$ cat src/rtl/strm_pkg.sv
// Shared types and helpers for the streamer command queue.
// Assumes a 32-bit command word and a 32-bit data path.
package strm_pkg;
    localparam int CMD_W  = 32;
    localparam int CNT_W  = 16;
    localparam int DATA_W = 32;

    typedef enum logic [1:0] {
        WID_NONE = 2'b00,
        WID_8    = 2'b01,
        WID_16   = 2'b10,
        WID_32   = 2'b11
    } wid_e;

    typedef struct packed {
        logic             cap;
        wid_e             wid;
        logic [CNT_W-1:0] cnt;
    } cmd_t;

    // Pull the used fields out of a raw command word.
    function automatic cmd_t decode(input logic [CMD_W-1:0] w);
        cmd_t c;
        c.cap = w[30];
        c.wid = wid_e'(w[29:28]);
        c.cnt = w[CNT_W-1:0];
        return c;
    endfunction

    // Steps remaining after the first one (count 0 behaves as 1).
    function automatic logic [CNT_W-1:0] first_left(input cmd_t c);
        return (c.cnt == '0) ? '0 : c.cnt - 1'b1;
    endfunction

    // Keep the low 8/16/32 bits of a word, zero-extended.
    function automatic logic [DATA_W-1:0] lane_mask(input wid_e wd, input logic [DATA_W-1:0] d);
        case (wd)
            WID_8:   return {{(DATA_W-8){1'b0}},  d[7:0]};
            WID_16:  return {{(DATA_W-16){1'b0}}, d[15:0]};
            WID_32:  return d;
            default: return '0;
        endcase
    endfunction
endpackage

$ cat src/rtl/strm_rate.sv
// Transfer-rate gate: a phase accumulator that steps on carry out.
// Assumes run is high exactly while a command is active; phase is zero when idle.
module strm_rate #(
    parameter int PH_W = 32
) (
    input  logic            clk,
    input  logic            rst_n,
    input  logic            run,
    input  logic [PH_W-1:0] rate,
    output logic            step
);
    logic [PH_W-1:0] phase;
    logic [PH_W:0]   sum;

    // Phase plus increment, carry in the top bit.
    always_comb sum = {1'b0, phase} + {1'b0, rate};

    assign step = run & sum[PH_W];

    // Advance the phase while running, clear it while idle.
    always_ff @(posedge clk) begin
        if (!rst_n)   phase <= '0;
        else if (run) phase <= sum[PH_W-1:0];
        else          phase <= '0;
    end


    idle_then_no_step_chk: assert property (@(posedge clk) disable iff (!rst_n)
        !run |=> !step);
endmodule

$ cat src/rtl/strm_slots.sv
// Active and pending command slots with the two event pulses.
// Assumes step only matters while a command is active.
module strm_slots
    import strm_pkg::*;
(
    input  logic             clk,
    input  logic             rst_n,
    input  logic             cmd_valid,
    input  logic [CMD_W-1:0] cmd_word,
    output logic             cmd_ready,
    input  logic             step,
    output logic             act_vld,
    output cmd_t             act_c,
    output logic             evt_empty,
    output logic             evt_done
);
    logic             pend_vld;
    cmd_t             pend_c;
    logic [CNT_W-1:0] left;
    cmd_t             in_c;
    logic             take_in, fin, to_act;

    // Decode the incoming word and work out where it lands.
    always_comb begin
        in_c      = decode(cmd_word);
        cmd_ready = !pend_vld;
        take_in   = cmd_valid && cmd_ready;
        fin       = step && act_vld && (left == '0);
        to_act    = take_in && (!act_vld || (fin && !pend_vld));
    end

    // Slot state: load, count down, promote, retire.
    always_ff @(posedge clk) begin
        if (!rst_n) begin
            act_vld  <= 1'b0;
            pend_vld <= 1'b0;
            act_c    <= '0;
            pend_c   <= '0;
            left     <= '0;
        end else begin
            if (fin && pend_vld) begin
                act_c    <= pend_c;
                left     <= first_left(pend_c);
                pend_vld <= 1'b0;
            end else if (to_act) begin
                act_vld <= 1'b1;
                act_c   <= in_c;
                left    <= first_left(in_c);
            end else if (fin) begin
                act_vld <= 1'b0;
            end else if (step && act_vld) begin
                left <= left - 1'b1;
            end
            if (take_in && !to_act) begin
                pend_c   <= in_c;
                pend_vld <= 1'b1;
            end
        end
    end

    // Event pulses, one cycle after the finishing step.
    always_ff @(posedge clk) begin
        if (!rst_n) begin
            evt_empty <= 1'b0;
            evt_done  <= 1'b0;
        end else begin
            evt_empty <= fin && pend_vld;
            evt_done  <= fin && !pend_vld && !to_act;
        end
    end


    pend_kept_chk: assert property (@(posedge clk) disable iff (!rst_n)
        (pend_vld && !fin) |=> pend_vld);

    empty_state_chk: assert property (@(posedge clk) disable iff (!rst_n)
        evt_empty |-> (act_vld && !pend_vld));

    evt_excl_chk: assert property (@(posedge clk) disable iff (!rst_n)
        !(evt_empty && evt_done));

    done_idle_chk: assert property (@(posedge clk) disable iff (!rst_n)
        evt_done |-> !act_vld);
endmodule

$ cat src/rtl/strm_lanes.sv
// Pin-side data path: drives or captures one masked word per step.
// Assumes memory supplies the next word combinationally on mem_rd_data.
module strm_lanes
    import strm_pkg::*;
(
    input  logic              clk,
    input  logic              rst_n,
    input  logic              step,
    input  logic              act_vld,
    input  cmd_t              act_c,
    input  logic [DATA_W-1:0] rd_data,
    output logic              rd_take,
    input  logic [DATA_W-1:0] pin_in,
    output logic [DATA_W-1:0] pin_out,
    output logic              pin_oe,
    output logic [DATA_W-1:0] wr_data,
    output logic              wr_put
);
    logic is_out, is_in;

    // Classify the active command.
    always_comb begin
        is_out  = act_vld && (act_c.wid != WID_NONE) && !act_c.cap;
        is_in   = act_vld && (act_c.wid != WID_NONE) &&  act_c.cap;
        rd_take = step && is_out;
        pin_oe  = is_out;
    end

    // Output register updated on each drive step.
    always_ff @(posedge clk) begin
        if (!rst_n)       pin_out <= '0;
        else if (rd_take) pin_out <= lane_mask(act_c.wid, rd_data);
    end

    // Capture register and its valid pulse.
    always_ff @(posedge clk) begin
        if (!rst_n) begin
            wr_data <= '0;
            wr_put  <= 1'b0;
        end else begin
            wr_put <= step && is_in;
            if (step && is_in) wr_data <= lane_mask(act_c.wid, pin_in);
        end
    end


    put_after_step_chk: assert property (@(posedge clk) disable iff (!rst_n)
        wr_put |-> $past(step));
endmodule

$ cat src/rtl/strm_cmdq.sv
// Streamer command queue top: slots, rate gate, data lanes, sticky status.
// Assumes stat_rd is a one-cycle read strobe from the register front end.
module strm_cmdq
    import strm_pkg::*;
(
    input  logic        clk,
    input  logic        rst_n,
    input  logic        cmd_valid,
    input  logic [31:0] cmd_word,
    output logic        cmd_ready,
    input  logic [31:0] rate,
    input  logic [31:0] mem_rd_data,
    output logic        mem_rd_take,
    output logic [31:0] mem_wr_data,
    output logic        mem_wr_put,
    input  logic [31:0] pin_in,
    output logic [31:0] pin_out,
    output logic        pin_oe,
    output logic        busy,
    output logic        evt_empty,
    output logic        evt_done,
    input  logic        stat_rd,
    output logic        stat_empty,
    output logic        stat_done
);
    logic act_vld, step;
    cmd_t act_c;

    strm_slots u_slots (
        .clk(clk), .rst_n(rst_n),
        .cmd_valid(cmd_valid), .cmd_word(cmd_word), .cmd_ready(cmd_ready),
        .step(step), .act_vld(act_vld), .act_c(act_c),
        .evt_empty(evt_empty), .evt_done(evt_done)
    );

    strm_rate #(.PH_W(32)) u_rate (
        .clk(clk), .rst_n(rst_n), .run(act_vld), .rate(rate), .step(step)
    );

    strm_lanes u_lanes (
        .clk(clk), .rst_n(rst_n), .step(step),
        .act_vld(act_vld), .act_c(act_c),
        .rd_data(mem_rd_data), .rd_take(mem_rd_take),
        .pin_in(pin_in), .pin_out(pin_out), .pin_oe(pin_oe),
        .wr_data(mem_wr_data), .wr_put(mem_wr_put)
    );

    assign busy = act_vld;

    // Sticky status: set by an event pulse, cleared by a read, set wins.
    always_ff @(posedge clk) begin
        if (!rst_n) begin
            stat_empty <= 1'b0;
            stat_done  <= 1'b0;
        end else begin
            stat_empty <= (stat_empty && !stat_rd) || evt_empty;
            stat_done  <= (stat_done  && !stat_rd) || evt_done;
        end
    end


    sticky_empty_chk: assert property (@(posedge clk) disable iff (!rst_n)
        evt_empty |=> stat_empty);

    sticky_done_chk: assert property (@(posedge clk) disable iff (!rst_n)
        evt_done |=> stat_done);
endmodule

$ cat config.mk
export PLATFORM = sky130hd
export DESIGN_NAME = strm_cmdq
export DESIGN_NICKNAME = d
export VERILOG_FILES = /design/src/rtl/strm_pkg.sv /design/src/rtl/strm_rate.sv /design/src/rtl/strm_slots.sv /design/src/rtl/strm_lanes.sv /design/src/rtl/strm_cmdq.sv
export SDC_FILE = /design/constraint.sdc
export NUM_CORES = 1
export LEC_CHECK = 0
export BUFFER_PORTS_ARGS = -buffer_cell sky130_fd_sc_hd__buf_2
export CORE_UTILIZATION = 50
export CTS_CLUSTER_SIZE = 10
export DETAILED_ROUTE_END_ITERATION = 16
export MAX_ROUTING_LAYER = met4
export PLACE_DENSITY = 0.77
export SETUP_SLACK_MARGIN = 0.15
export SLEW_MARGIN = 20
export SYNTH_ARGS = -nofsm -noshare
export SYNTH_HDL_FRONTEND = slang
export SYNTH_SLANG_ARGS = --single-unit
$ cat constraint.sdc
create_clock -name clk -period 6.3 [get_ports clk]
set_input_delay 0.63 -clock clk [delete_from_list [all_inputs] [get_ports clk]]
set_output_delay 0.63 -clock clk [all_outputs]
set_load 0.005 [all_outputs]
-- Word-level counts from Yosys, hierarchy flattened
Cells that the tools add are included.
- bits in registers: 141
- input bits: 132
- output and inout bits: 73
- word-level logic and storage cells: 74
- add/subtract/negate cells: 4
- eq/ne operators: 4
- muxes and demuxes: 14
- bitwise logic cells: 2
- reductions and logical operators: 34
- operator list (cell ; count):
    $pmux 32 s3 ; 2
    $mux 16 ; 6
    $logic_not 16->1 ; 3
    $sub 16x1->16 const B ; 3
    $mux 19 ; 2
    $add 32x32->33 ; 1
    $logic_and 1x1->1 ; 15
    $reduce_bool 2->1 ; 4
    $reduce_and 2->1 ; 3
    $logic_not 1->1 ; 5
    $eq 2x2->1 const B ; 2
    $mux 1 ; 4
    $logic_or 1x1->1 ; 3
    $ne 3x3->1 const B ; 1
    $reduce_bool 3->1 ; 1
    $eq 2x1->1 const B ; 1
    $and 1x1->1 ; 1
    $not 1->1 ; 1

-- Longest topological paths before layout
- depth in word-level cells: 10
- gate-level depth with buffers: 13
- gate-level depth less buffers: 11

-- Cells and area by module
A second synthesis with hierarchy kept.
- cell total of the unflattened synthesis: 980
- area total of the unflattened synthesis: 8426.8 µm²
- by module, submodules not included (module ; times used ; cells an instance ; area an instance (µm²) ; seq. area each (µm²)):
    strm_slots ; 1 ; 406 ; 3359.5 ; 1161.1
    strm_rate ; 1 ; 326 ; 2588.7 ; 640.6
    strm_lanes ; 1 ; 242 ; 2411.1 ; 1301.2
    strm_cmdq ; 1 ; 6 ; 67.6 ; 40.0

-- Worst setup path before layout
OpenSTA, ideal clock, no wires.
- path type: input to register
- start: input port rate[0]
- end: register u_slots.left[7]
- library setup time: 0.122 ns
- arrival time: 3.068 ns
- data required time: 6.178 ns
- path slack: 3.110 ns
- stages: 12
- path buffers: 1
- cells stage by stage: ha_1 > fa_1 > a211oi_1 > o21ai_1 > nand4_1 > o211ai_1 > o311ai_2 > nor2_2 > buf_2 > nor2_1 > nor3_1 > a221o_1
- longest elaborated chain between the ends: 9
- elaborated cells on any way between the ends: 13
- classes of those cells: add/sub (1); eq/ne (1); mux (2); bitwise (1); reduce/logical (8)
- RTL lines (element ; RTL line ; source):
    from (decl) ; strm_cmdq.sv:11 ; input logic [31:0] rate,
    $add 32x32->33 (*) ; strm_rate.sv:16 ; always_comb sum = {1'b0, phase} + {1'b0, rate};
    $and 1x1->1 (*) ; strm_rate.sv:18 ; assign step = run & sum[PH_W];
    $logic_and 1x1->1 (*) ; strm_slots.sv:28, strm_slots.sv:51 ;
    $logic_and 1x1->1 ; strm_slots.sv:28 ; fin = step && act_vld && (left == '0);
    $logic_and 1x1->1 ; strm_slots.sv:29 ; to_act = take_in && (!act_vld || (fin && !pend_vld));
    $logic_or 1x1->1 ; strm_slots.sv:29 ;
    $logic_and 1x1->1 ; strm_slots.sv:29 ;
    $ne 3x3->1 (no line), or another cell as far along ; - ;
    $reduce_and 2->1 (no line) or $mux 16 (tied branches) ; - ;
    to (signal assigned) ; strm_slots.sv:43 ; left <= first_left(pend_c);
    to (signal assigned) ; strm_slots.sv:48 ; left <= first_left(in_c);
    to (signal assigned) ; strm_slots.sv:52 ; left <= left - 1'b1;
    to (decl) ; strm_slots.sv:19 ; logic [CNT_W-1:0] left;
Mark *: on every way between the ends. The rest lies on a longest branch, timed or not.
A chain may end at the register's enable or synchronous reset.

-- Worst setup path in the final report
- start: input port rate[0]
- end: output port mem_rd_take
- longest elaborated chain between the ends: 3
- RTL lines (element ; RTL line ; source):
    $add 32x32->33 ; strm_rate.sv:16 ;
    $and 1x1->1 ; strm_rate.sv:18 ;
    $logic_and 1x1->1 ; strm_lanes.sv:25 ; rd_take = step && is_out;
    to (decl) ; strm_cmdq.sv:13 ; output logic mem_rd_take,
Every way passes these cells.

==> results_dict.tcl <==
set metrics [dict create \
    clk_pin_slew_worst_paths_ps 60 \
    first_pass_iters 5 \
    clockPowerShare_pct 39.9 \
    hold_path.startpoint "pin_in[22]" \
    path_common_cell "buf_2" \
    synth_compound_area_share_pct 21.38 \
    first_global_vias 6219 \
    ios 205 \
    finalSetupViolCount 0 \
    die_x_um 123.0 \
    end_kind "primary output" \
    synth_warnings 0 \
    p_sw_mw 0.7336 \
    htree_levels 4 \
    grt.met2_usage_pct 41.01 \
    r2r_start "u_rate.phase[0]" \
    syn_area_per_cell_sq_um 8.349 \
    rsz0062_at_grt "no" \
    grt_first_pass_wirelength_um 29790 \
    die_y_um 123.0 \
    placementRows 43 \
    overflow 0 \
    crit_required_ps 5670 \
    worstPathMaxFanout 33 \
    seqPwrFrac_pct 39.8 \
    synthSimpleGateAreaFrac_pct 21.82 \
    cpPeakStageDelay_ps 440 \
    p_int_mw 1.723 \
    grt_start_max_net_pins 81 \
    cts_resized 0 \
    core_sq_um 14100 \
    critPathKind "input port to primary output" \
    fin_area_sq_um 8959 \
    synthFlopType "dfxtp_1" \
    cts.hold.buffers_added 0 \
    area_growth_pct 22.35 \
    num_vias 7012 \
    syn_nets 1045 \
    arrival_ps 3440 \
    fin_nets 1221 \
    slew_headroom_pct 32.31 \
    final_hold_viol_count 0 \
    dieArea_sq_um 15130 \
    hp-class "input port to flip-flop" \
    initial_utilization_pct 51.94 \
    antenna_found_initial 0 \
    path_cells "buf_2, ha_1, fa_1, a211oi_1, o21ai_1, nand4_1, o211ai_1, a21o_1, nand2_1, buf_4, inv_2, buf_2" \
    whs_ps 415.6 \
    drive_gt1_share_pct 23.73 \
    synth_adder_area_share_pct 6.254 \
    postCtsSetupBuffers 0 \
    leakage_nw 3.996 \
    yosysUniqueCellTypes 70 \
    met3_usage_pct 4.566 \
    placed_cells 1214 \
    syn-cell-area_sq_um 7322 \
    switching_share_pct 29.86 \
    cts_tree "done" \
    ir_worst_vdd_v 0.0001915 \
    placed_area_sq_um 8376 \
    busiest_layer "met2" \
    maxSlewViolCount 0 \
    clock-sinks 141 \
    total_power_mw 2.456 \
    grt_use_met1_pct 32.76 \
    post-route-period-util_pct 64.55 \
    drc_errors 0 \
    synthMuxAreaShare_pct 2.871 \
    wl_per_cell_um 15.34 \
    numCtsBuffers 17 \
    tightest_slew_ps 1012 \
    netlist_instances 877 \
    p_comb_share_pct 20.3 \
    gp_congestion 0.8953 \
    synth-seq-cells 141 \
    async_flop_share_pct 0 \
    synth_edf_count 0 \
    vias_per_cell 5.628 \
    cts_root_buf "clkbuf_16" \
    postRouteAntennaNets 0 \
    finalWirelength_um 19120 \
    synth_top_family_by_area "simple AND/OR/NAND/NOR gates" \
    drv_cap 0 \
    drtIter0Drc 502 \
    cp-start-kind "input port" \
    fin_crit_ps 4067 \
    post-dp-hpwl_um 13680 \
    worstSetupStartpoint "rate[0]" \
    final_cells 1246 \
    grt_usage_pct 25.62 \
    p_per_area_nw_per_um2 274.2 \
    cp_slowest_cell "fa_1" \
    n_antenna_cell 0 \
    outcome "completed" \
    seq_area_frac_synth_pct 38.55 \
    fin_tns_setup_ps 0 \
    port_buffers 191 \
    fmax_mhz 245.9 \
    cts_buffer_depth 2 \
    clock_latency_ps 420 \
    synthXorXnorAreaFrac_pct 6.100 \
    finClkSkew_ps 6.045 \
]
-- worst max-delay path, delay by kind of cell --
| family | cells | cell delay (ps) |
|---|---|---|
| buf+inv | 4 | 990 |
| compound gates | 4 | 940 |
| fa+ha+maj | 2 | 680 |
| simple gates | 2 | 170 |
-- final cells by class --
| class | instances | area, sq um |
|---|---|---|
| Timing Repair Buffer | 195 | 985.9 |
| Multi-Input combinational cell | 681 | 4279 |
| Tap cell | 180 | 225.2 |
| Fill cell | 1251 | 5137 |
| Clock inverter | 13 | 128.9 |
| Clock buffer | 19 | 452.9 |
| Sequential cell | 141 | 2823 |
| Inverter | 17 | 63.81 |
-- cell usage in the layout (no fill, tap or decap), drive strengths merged, types with 10 or more instances in the layout --
master,synthesis,final
buf,7,195
dfxtp,141,141
nand2,105,105
a21oi,93,93
nor2,90,90
nand3,53,53
ha,35,35
xor2,28,28
o21ai,28,28
nor3,26,26
a21o,24,24
xnor2,23,23
inv,17,23
mux2i,21,21
clkbuf,31,19
a22o,16,16
a211oi,13,13
o21a,12,12
nand4,10,10
-- power by group through the flow --
stage / logic [mW] / clock network [mW] / registers, mW
final: 0.499 / 0.980 / 0.978
after global routing: 0.550 / 1.03 / 0.983
after CTS: 0.495 / 0.991 / 0.976
after detailed placement: 0.488 / 0 / 0.995
after global placement: 0.482 / 0 / 0.993
after floorplan: 0.373 / 0 / 0.983
-- metrics by stage --
step                utilization, %  worst slack (ps)
floorplan                        -              3110
global placement             59.42              2263
detailed placement           59.42              2176
CTS                          63.55              2225
global route                 63.55              2056
finish                       63.55              2233
-- cells by family after synthesis --
| logic type | Yosys count |
|---|---|
| buffers and inverters | 55 |
| XOR/XNOR | 51 |
| adder cells (fa/ha/maj) | 36 |
| flip-flops | 141 |
| AO/OA/AOI/OAI | 236 |
| multiplexers | 21 |
| AND/OR/NAND/NOR | 337 |
-- Yosys cell counts (all sizes together) (21+ instances only) --
library cell	n	area [sq um]
nand2	105	394.1
o21ai	28	140.1
clkbuf	31	116.4
dfxtp	141	2823
nor3	26	135.1
ha	35	437.9
nand3	53	270.3
a21o	24	180.2
a21oi	93	480.5
nor2	90	342.8
mux2i	21	210.2
xor2	28	245.2
xnor2	23	201.4
-- state kept, by name, summed over array words and instances (netlist names), 3 cells and up --
register,cells
u_lanes.pin_out,32
u_slots.pend_c,19
u_slots.act_c,3
u_slots.left,16
u_lanes.wr_data,32
u_rate.phase,32
-- path summary, 6_finish.rpt --
kind,cells past startpoint,end,slack [ps]
hold / removal,2,u_lanes.wr_data[22],420
setup / recovery,12,mem_rd_take,2230
setup reg to reg,11,u_lanes.wr_data[28],2840
hold reg to reg,2,u_lanes.pin_out[19],450
-- metal layers --
metal	vias up	share of wire [%]
li1	3513	-
met1	3235	46
met2	232	47
met3	32	5.6
met4	0	1.8
met5	-	0
(Power assumes the default switching activity.)
